===== src/rtl/cfgrb_pkg.sv =====
package cfgrb_pkg;

    typedef enum logic [2:0] {
        ST_IDLE  = 3'd0,
        ST_LEAD  = 3'd1,
        ST_START = 3'd2,
        ST_DATA  = 3'd3,
        ST_STOP  = 3'd4
    } rb_state_e;

    localparam logic [1:0] PERM_NONE = 2'b00;
    localparam logic [1:0] PERM_ONCE = 2'b01;

endpackage


===== src/rtl/cfgrb_req_watch.sv =====
module cfgrb_req_watch #(
    parameter int HOLD = 2
) (
    input  logic clk,
    input  logic rst_n,
    input  logic req,
    output logic fall_ok
);
    localparam int CW = $clog2(HOLD + 1);

    typedef struct packed {
        logic          prev;
        logic [CW-1:0] hi_cnt;
    } watch_t;

    watch_t w_d, w_q;

    always_comb begin
        w_d      = w_q;
        w_d.prev = req;
        if (!req)
            w_d.hi_cnt = '0;
        else if (w_q.hi_cnt < CW'(HOLD))
            w_d.hi_cnt = w_q.hi_cnt + 1'b1;
    end

    always_ff @(posedge clk or negedge rst_n) begin
        if (!rst_n) w_q <= '0;
        else        w_q <= w_d;
    end

    assign fall_ok = w_q.prev & ~req & (w_q.hi_cnt >= CW'(HOLD));

endmodule


===== src/rtl/cfgrb_capture.sv =====
module cfgrb_capture (
    input  logic       clk,
    input  logic       rst_n,
    input  logic [1:0] mode,
    input  logic       cap_sig,
    input  logic       entry,
    output logic       cap_we
);
    logic entry_d, entry_q;

    always_comb entry_d = entry;

    always_ff @(posedge clk or negedge rst_n) begin
        if (!rst_n) entry_q <= 1'b0;
        else        entry_q <= entry_d;
    end

    assign cap_we = (mode[0] & entry_q) | (mode[1] & ~cap_sig);

endmodule


===== src/rtl/cfgrb_serializer.sv =====
module cfgrb_serializer
    import cfgrb_pkg::*;
#(
    parameter int FRAME_W  = 16,
    parameter int FRAMES   = 8,
    parameter int LEAD_LAT = 3,
    localparam int FW      = (FRAMES > 1) ? $clog2(FRAMES) : 1
) (
    input  logic               clk,
    input  logic               rst_n,
    input  logic               launch,
    input  logic               halt,
    input  logic [FRAME_W-1:0] mem_rdata,
    output logic               mem_re,
    output logic [FW-1:0]      mem_addr,
    output logic               rd_bit,
    output logic               first_start
);
    localparam int LCW       = $clog2(LEAD_LAT + 1);
    localparam int BW        = $clog2(FRAME_W);
    localparam int LEAD_INIT = (LEAD_LAT > 1) ? LEAD_LAT - 2 : 0;

    typedef struct packed {
        rb_state_e          st;
        logic [LCW-1:0]     lead;
        logic [BW-1:0]      bidx;
        logic [FW-1:0]      frame;
        logic [FRAME_W-1:0] sh;
        logic               first;
        logic               rd;
    } ser_t;

    ser_t s_d, s_q;

    always_comb begin
        s_d = s_q;
        if (halt) begin
            s_d.st = ST_IDLE;
            s_d.rd = 1'b1;
        end else begin
            case (s_q.st)
                ST_IDLE: begin
                    s_d.rd = 1'b1;
                    if (launch) begin
                        s_d.frame = '0;
                        s_d.lead  = LCW'(LEAD_INIT);
                        s_d.st    = (LEAD_LAT > 1) ? ST_LEAD : ST_START;
                    end
                end
                ST_LEAD: begin
                    s_d.rd = 1'b1;
                    if (s_q.lead == '0) s_d.st = ST_START;
                    else                s_d.lead = s_q.lead - 1'b1;
                end
                ST_START: begin
                    s_d.rd    = 1'b0;
                    s_d.st    = ST_DATA;
                    s_d.bidx  = BW'(FRAME_W - 1);
                    s_d.first = 1'b1;
                end
                ST_DATA: begin
                    if (s_q.first) begin
                        s_d.rd    = mem_rdata[FRAME_W-1];
                        s_d.sh    = mem_rdata << 1;
                        s_d.first = 1'b0;
                    end else begin
                        s_d.rd = s_q.sh[FRAME_W-1];
                        s_d.sh = s_q.sh << 1;
                    end
                    if (s_q.bidx == '0) s_d.st = ST_STOP;
                    else                s_d.bidx = s_q.bidx - 1'b1;
                end
                ST_STOP: begin
                    s_d.rd = 1'b1;
                    if (s_q.frame == FW'(FRAMES - 1)) begin
                        s_d.st = ST_IDLE;
                    end else begin
                        s_d.frame = s_q.frame + 1'b1;
                        s_d.st    = ST_START;
                    end
                end
                default: begin
                    s_d.st = ST_IDLE;
                    s_d.rd = 1'b1;
                end
            endcase
        end
    end

    always_ff @(posedge clk or negedge rst_n) begin
        if (!rst_n) begin
            s_q    <= '0;
            s_q.rd <= 1'b1;
        end else begin
            s_q <= s_d;
        end
    end

    assign rd_bit      = s_q.rd;
    assign mem_re      = (s_q.st == ST_START);
    assign mem_addr    = s_q.frame;
    assign first_start = (s_q.st == ST_START) && (s_q.frame == '0) && !halt;

endmodule


===== src/rtl/cfgrb_readback_ctrl.sv =====
module cfgrb_readback_ctrl
    import cfgrb_pkg::*;
#(
    parameter int FRAME_W  = 16,
    parameter int FRAMES   = 8,
    parameter int LEAD_LAT = 3,
    parameter int HOLD     = 2,
    localparam int FW      = (FRAMES > 1) ? $clog2(FRAMES) : 1
) (
    input  logic               clk,
    input  logic               rst_n,
    input  logic               cfg_rd_req,
    input  logic               cfg_done,
    input  logic               role_sel,
    input  logic               ts_alt,
    input  logic [1:0]         perm,
    input  logic [1:0]         cap_mode,
    input  logic               cap_sig,
    input  logic [FRAME_W-1:0] mem_rdata,
    output logic               mem_re,
    output logic [FW-1:0]      mem_addr,
    output logic               rd_bit,
    output logic               ts_all,
    output logic               cap_we
);
    logic enable, fall_ok, permitted, launch, halt, first_start;
    logic used_d, used_q;

    assign enable = cfg_done & role_sel;
    assign halt   = ~enable | cfg_rd_req;
    assign ts_all = enable ? ts_alt : cfg_rd_req;

    always_comb begin
        unique case (perm)
            PERM_NONE: permitted = 1'b0;
            PERM_ONCE: permitted = ~used_q;
            default:   permitted = 1'b1;
        endcase
    end

    assign launch = fall_ok & enable & permitted;

    always_comb used_d = used_q | first_start;

    always_ff @(posedge clk or negedge rst_n) begin
        if (!rst_n) used_q <= 1'b0;
        else        used_q <= used_d;
    end

    cfgrb_req_watch #(.HOLD(HOLD)) u_watch (
        .clk     (clk),
        .rst_n   (rst_n),
        .req     (cfg_rd_req),
        .fall_ok (fall_ok)
    );

    cfgrb_serializer #(
        .FRAME_W  (FRAME_W),
        .FRAMES   (FRAMES),
        .LEAD_LAT (LEAD_LAT)
    ) u_ser (
        .clk         (clk),
        .rst_n       (rst_n),
        .launch      (launch),
        .halt        (halt),
        .mem_rdata   (mem_rdata),
        .mem_re      (mem_re),
        .mem_addr    (mem_addr),
        .rd_bit      (rd_bit),
        .first_start (first_start)
    );

    cfgrb_capture u_cap (
        .clk     (clk),
        .rst_n   (rst_n),
        .mode    (cap_mode),
        .cap_sig (cap_sig),
        .entry   (launch),
        .cap_we  (cap_we)
    );

endmodule


===== config.mk =====
export PLATFORM = sky130hd
export DESIGN_NAME = cfgrb_readback_ctrl
export DESIGN_NICKNAME = d
export VERILOG_FILES = /design/src/rtl/cfgrb_pkg.sv /design/src/rtl/cfgrb_req_watch.sv /design/src/rtl/cfgrb_capture.sv /design/src/rtl/cfgrb_serializer.sv /design/src/rtl/cfgrb_readback_ctrl.sv
export SDC_FILE = /design/constraint.sdc
export NUM_CORES = 1
export LEC_CHECK = 0
export ABC_AREA = 1
export CORE_ASPECT_RATIO = 0.5
export CORE_MARGIN = 3
export CORE_UTILIZATION = 45
export CTS_CLUSTER_SIZE = 8
export DETAILED_ROUTE_END_ITERATION = 10
export PLACE_DENSITY = 0.7
export SLEW_MARGIN = 20
export SYNTH_ARGS = -nofsm -noshare
export SYNTH_HDL_FRONTEND = slang
export SYNTH_SLANG_ARGS = --single-unit

===== constraint.sdc =====
create_clock -name clk -period 3.6 [get_ports clk]
set_clock_uncertainty 0.15 [all_clocks]
set_input_delay 1.08 -clock clk [delete_from_list [all_inputs] [get_ports clk]]
set_output_delay 1.08 -clock clk [all_outputs]
set_load 0.05 [all_outputs]

Word level (Yosys, flattened, before mapping) --
Index checks and enable logic that the tools add are counted. Widths: inputs -> output; s select.
Storage, ports and cells: logic and storage cells 85, output and inout bits 7, input port bits 27, bits in registers 35
Operators by class: multiplexer cells 22, order comparisons 2, eq/ne operators 14, add/sub/neg operators 4, reduce and logical (&&, ||, !) cells 17, bitwise operators 15
Operators with widths (count):
- $mux 16 | 1
- $mux 3 | 5
- $pmux 3 s5 | 1
- $ne 3x1->1 const B | 3
- $mux 2 | 4
- $pmux 4 s2 | 1
- $reduce_and 4->1 | 2
- $and 1x1->1 | 7
- $eq 3x2->1 const B | 2
- $eq 3x3->1 const B | 2
- $logic_not 3->1 | 2
- $ne 2x2->1 const B | 3
- $pmux 1 s2 | 3
- $pmux 3 s2 | 1
- $reduce_and 3->1 | 2
- $reduce_bool 2->1 | 3
- $mux 5 | 1
- $not 1->1 | 5
- $logic_not 2->1 | 2
- $logic_not 4->1 | 1
- $mux 4 | 1
- $ne 2x1->1 const B | 2
- $pmux 2 s2 | 1
- $reduce_and 2->1 | 2
- other kinds (12) | 17

Depth between registers and ports, before layout --
depth after elaboration 8, mapped depth 9, mapped depth without buffers 9

Hierarchy --
A second synthesis with hierarchy kept.
Unflattened totals: cell total of the unflattened synthesis 218, area total of the unflattened synthesis 1900.6 um^2
Modules (own cells, without submodules):
- cfgrb_serializer | cells an instance 187, area each 1652.8 um^2, instances 1, sequential area each 726.9 um^2
- cfgrb_req_watch | cells an instance 14, area each 132.6 um^2, instances 1, sequential area each 75.1 um^2
- cfgrb_readback_ctrl | cells an instance 12, area each 75.1 um^2, instances 1, sequential area each 25.0 um^2
- cfgrb_capture | cells an instance 5, area each 40.0 um^2, instances 1, sequential area each 25.0 um^2

Worst setup path before layout --
OpenSTA, ideal clock, no wires.
kind input to output, start in cap_mode[1], end out cap_we, arrival 2185 ps, slack 185 ps, required time 2370 ps, buffers on the path 0, stages 2, cells stage by stage inv_1 > o21ai_0
Between the ends: cells in the longest elaborated chain, start to end 2
Ends and longest elaborated chain:
- start: declaration | RTL line cfgrb_readback_ctrl.sv:17 | input logic [1:0] cap_mode,
- $and 1x1->1 | RTL line cfgrb_capture.sv:18 | assign cap_we = (mode[0] & entry_q) | (mode[1] & ~cap_sig);
- $or 1x1->1 | RTL line cfgrb_capture.sv:18
- end: declaration | RTL line cfgrb_readback_ctrl.sv:24 | output logic cap_we
Every way passes these cells.

Worst setup path after layout --
start in cfg_rd_req, end out ts_all
Between the ends: cells in the longest elaborated chain, start to end 1
Ends and longest elaborated chain:
- start: declaration | RTL line cfgrb_readback_ctrl.sv:12 | input logic cfg_rd_req,
- $mux 1 | RTL line cfgrb_readback_ctrl.sv:31 | assign ts_all = enable ? ts_alt : cfg_rd_req;
- end: declaration | RTL line cfgrb_readback_ctrl.sv:23 | output logic ts_all,
Every way passes these cells.

==> impl_metrics.py <==
metrics = {
    "finish": {
        "drive_above_1_share_pct": 13.13,
        "design_area_um2": 2355,
        "post-route-util_pct": 58.81,
        "area_growth_pct": 22.21,
        "antenna-diode-count": 0,
        "final_nets": 291,
    },
    "yosys": {
        "synthArstFlopShare_pct": 100.0,
        "ys_warn_count": 0,
        "seq_area_frac_synth_pct": 44.22,
        "synth_edf_count": 0,
        "avgSynthCellArea_um2": 8.526,
        "synthCells": 226,
        "synth_nets": 259,
        "ys.flop_type": "dfrtp_1",
        "ys_seq_elements": 34,
        "syn_area_um2": 1927,
        "synthDistinctLibCells": 27,
    },
    "power_and_ir_drop": {
        "ir_drop_v": 0.0001531,
        "p_leak_nw": 1.103,
        "total_power_uw": 805.2,
        "p_per_area_nw_per_um2": 341.9,
    },
    "floorplanning": {
        "placementRows": 16,
        "die-height_um": 52.27,
        "fp.dieArea_um2": 5151,
        "core-area_um2": 4004,
        "die_w_um": 98.54,
        "io_pins": 34,
        "initial_core_util_pct": 48.12,
    },
    "worst_setup_path": {
        "crit_required_ns": 2.37,
        "end_kind": "output port",
        "arrival_ns": 2.14,
        "critPathKind": "primary input to output port",
        "startpoint_type": "primary input",
        "path_max_fanout": 4,
    },
    "sta": {
        "period_share_pct": 93.72,
        "fmax_mhz": 296.4,
        "setup_viol_count_final": 0,
        "worst_pin_slew_ns": 0.9069,
        "hold_violations": 0,
        "slew_violations": 0,
        "max-slew-margin-rel_pct": 39.47,
        "rsz0062_at_grt": "no",
        "setup_tns_ns": 0,
        "hold-worst-slack_ns": 0.3178,
        "fin_crit_ns": 3.374,
    },
    "drt": {
        "drcViolationCount": 0,
        "post_drt_wl_per_cell_um": 10.98,
        "drtPass1Iterations": 5,
        "vias_per_cell": 4.776,
        "via_count": 1495,
        "drt_iter0_drc": 63,
        "wirelength_um": 3437,
        "ant_nets": 0,
    },
    "run": {
        "cap_viol_max_count": 0,
    },
    "clock_network": {
        "cts-htree-levels": 2,
        "clk_latency_ns": 0.29,
        "cts_sinks": 34,
        "ctsHoldBuffers": 0,
        "root_buffer": "clkbuf_8",
        "cts.repair.resized": 0,
        "cts_buffers": 5,
        "post_cts_buffers": 0,
        "cts_buffer_depth": 2,
        "cts_tree": "yes",
        "clkSlewWorstSetupHoldPaths_ns": 0.07,
    },
    "global_route": {
        "antenna_found_initial": 0,
        "track_usage_pct": 15.39,
        "grt_pass1_vias": 1493,
        "grt_max_degree": 35,
        "grt_overflow_total": 0,
        "grt_pass1_wl_um": 6348,
    },
    "placement": {
        "port_buffers": 33,
        "placed_area_um2": 2272,
        "place_congestion": 0.7551,
        "dp_hpwl_um": 2533,
    },
    "hold_path": {
        "hp-class": "flop to flop",
    },
    "outcome": {
        "status": "completed",
    },
}
[layout by cell type (no fill, tap or decap)]
cell type,instances
o21ai_0,19
nand3_2,4
nand3_1,11
nand4_1,5
a21boi_1,1
buf_4,1
dfrtp_1,33
nand2_1,43
o211ai_4,1
xor2_1,2
o21ai_2,7
o22ai_1,1
o211ai_2,4
nand2_2,3
clkdlybuf4s50_1,31
nor2_1,16
clkbuf_1,1
clkbuf_8,5
clkinv_2,2
a22oi_1,1
ha_1,6
a21oi_1,4
inv_8,1
nor2_4,2
o211ai_1,8
nand2_4,1
dfstp_2,1
inv_1,43
buf_12,2
[cells in the mapped netlist, types with 2 or more instances]
library cell / number / area share [%]
a21oi_1: 4 / 1.0
buf_4: 4 / 1.6
buf_6: 2 / 1.2
clkbuf_1: 2 / 0.39
dfrtp_1: 33 / 43
ha_1: 6 / 3.9
inv_1: 43 / 8.4
nand2_1: 43 / 8.4
nand2_2: 3 / 0.97
nand3_1: 11 / 2.9
nand3_2: 4 / 2.1
nand4_1: 5 / 1.6
nor2_1: 16 / 3.1
nor2_4: 2 / 1.2
o211ai_1: 8 / 3.1
o211ai_2: 4 / 2.6
o21ai_0: 19 / 4.9
o21ai_2: 7 / 3.2
xor2_1: 2 / 0.91
[per-stage QoR]
| stage | setup WS, ns | instances |
|---|---|---|
| final | 0.2260 | 313 |
| after global routing | 0.1672 | 313 |
| after CTS | 0.2232 | 313 |
| after detailed placement | 0.2332 | 305 |
| after global placement | 0.2452 | 305 |
| after floorplan | 0.1846 | 226 |
[worst max-delay path, stage by stage]
cell and delay, ns:
clkdlybuf4s50_1 0.56, inv_1 0.09, a21oi_1 0.24, buf_12 0.17
[flip-flops by register name, summed over array words and instances, names as in the netlist]
name	cells
u_ser.mem_addr	3
u_ser.rd_bit	1
u_cap.entry_q	1
u_watch.w_q	3
used_q	1
u_ser.s_q	25
[cells by family after synthesis]
logic type	Yosys count	synth area share (%)
flip-flops	34	44.22
AND/OR/NAND/NOR	85	20.78
XOR/XNOR	2	0.9093
adder cells (fa/ha/maj)	6	3.896
buffers and inverters	53	13.12
AO/OA/AOI/OAI	46	17.08
[worst paths after layout]
kind | from | endpoint | slack, ns | cells after the start
max | cfg_rd_req | ts_all | 0.23 | 4
min | u_watch.w_q[0]$_DFFE_PN0P_ | u_watch.w_q[0]$_DFFE_PN0P_ | 0.32 | 1
max reg2reg | u_ser.s_q[1]$_DFFE_PN0P_ | u_ser.s_q[10]$_DFFE_PN0N_ | 1.81 | 4
min reg2reg | u_watch.w_q[0]$_DFFE_PN0P_ | u_watch.w_q[0]$_DFFE_PN0P_ | 0.32 | 1
max in group asynchronous | rst_n | u_ser.rd_bit$_DFF_PN1_ | 1.91 | 2
min in group asynchronous | rst_n | u_ser.mem_addr[0]$_DFFE_PN0P_ | 1.05 | 2
[power by group]
part / internal, mW / switching [mW]
combinational: 0.0542 / 0.0682
clock: 0.134 / 0.136
sequential: 0.400 / 0.0123
total: 0.588 / 0.217
[routing by layer]
metal,up-vias,share of wire (%),GRT usage [%]
met5,-,0,0
met4,0,0.73,5.442
met3,2,3.3,4.117
met2,27,46,26.62
met1,680,50,18.89
li1,786,-,-
[area by class of cell]
class	count	area [µm²]
repair buffers	34	357.8
clock inverters	2	10.01
clock buffers	6	72.57
well taps	54	67.56
inverters	44	172.7
flip-flops and latches	34	852.1
fillers	364	1649
multi-input cells	139	822.0
No activity file was read; power rests on OpenSTA's default activity.
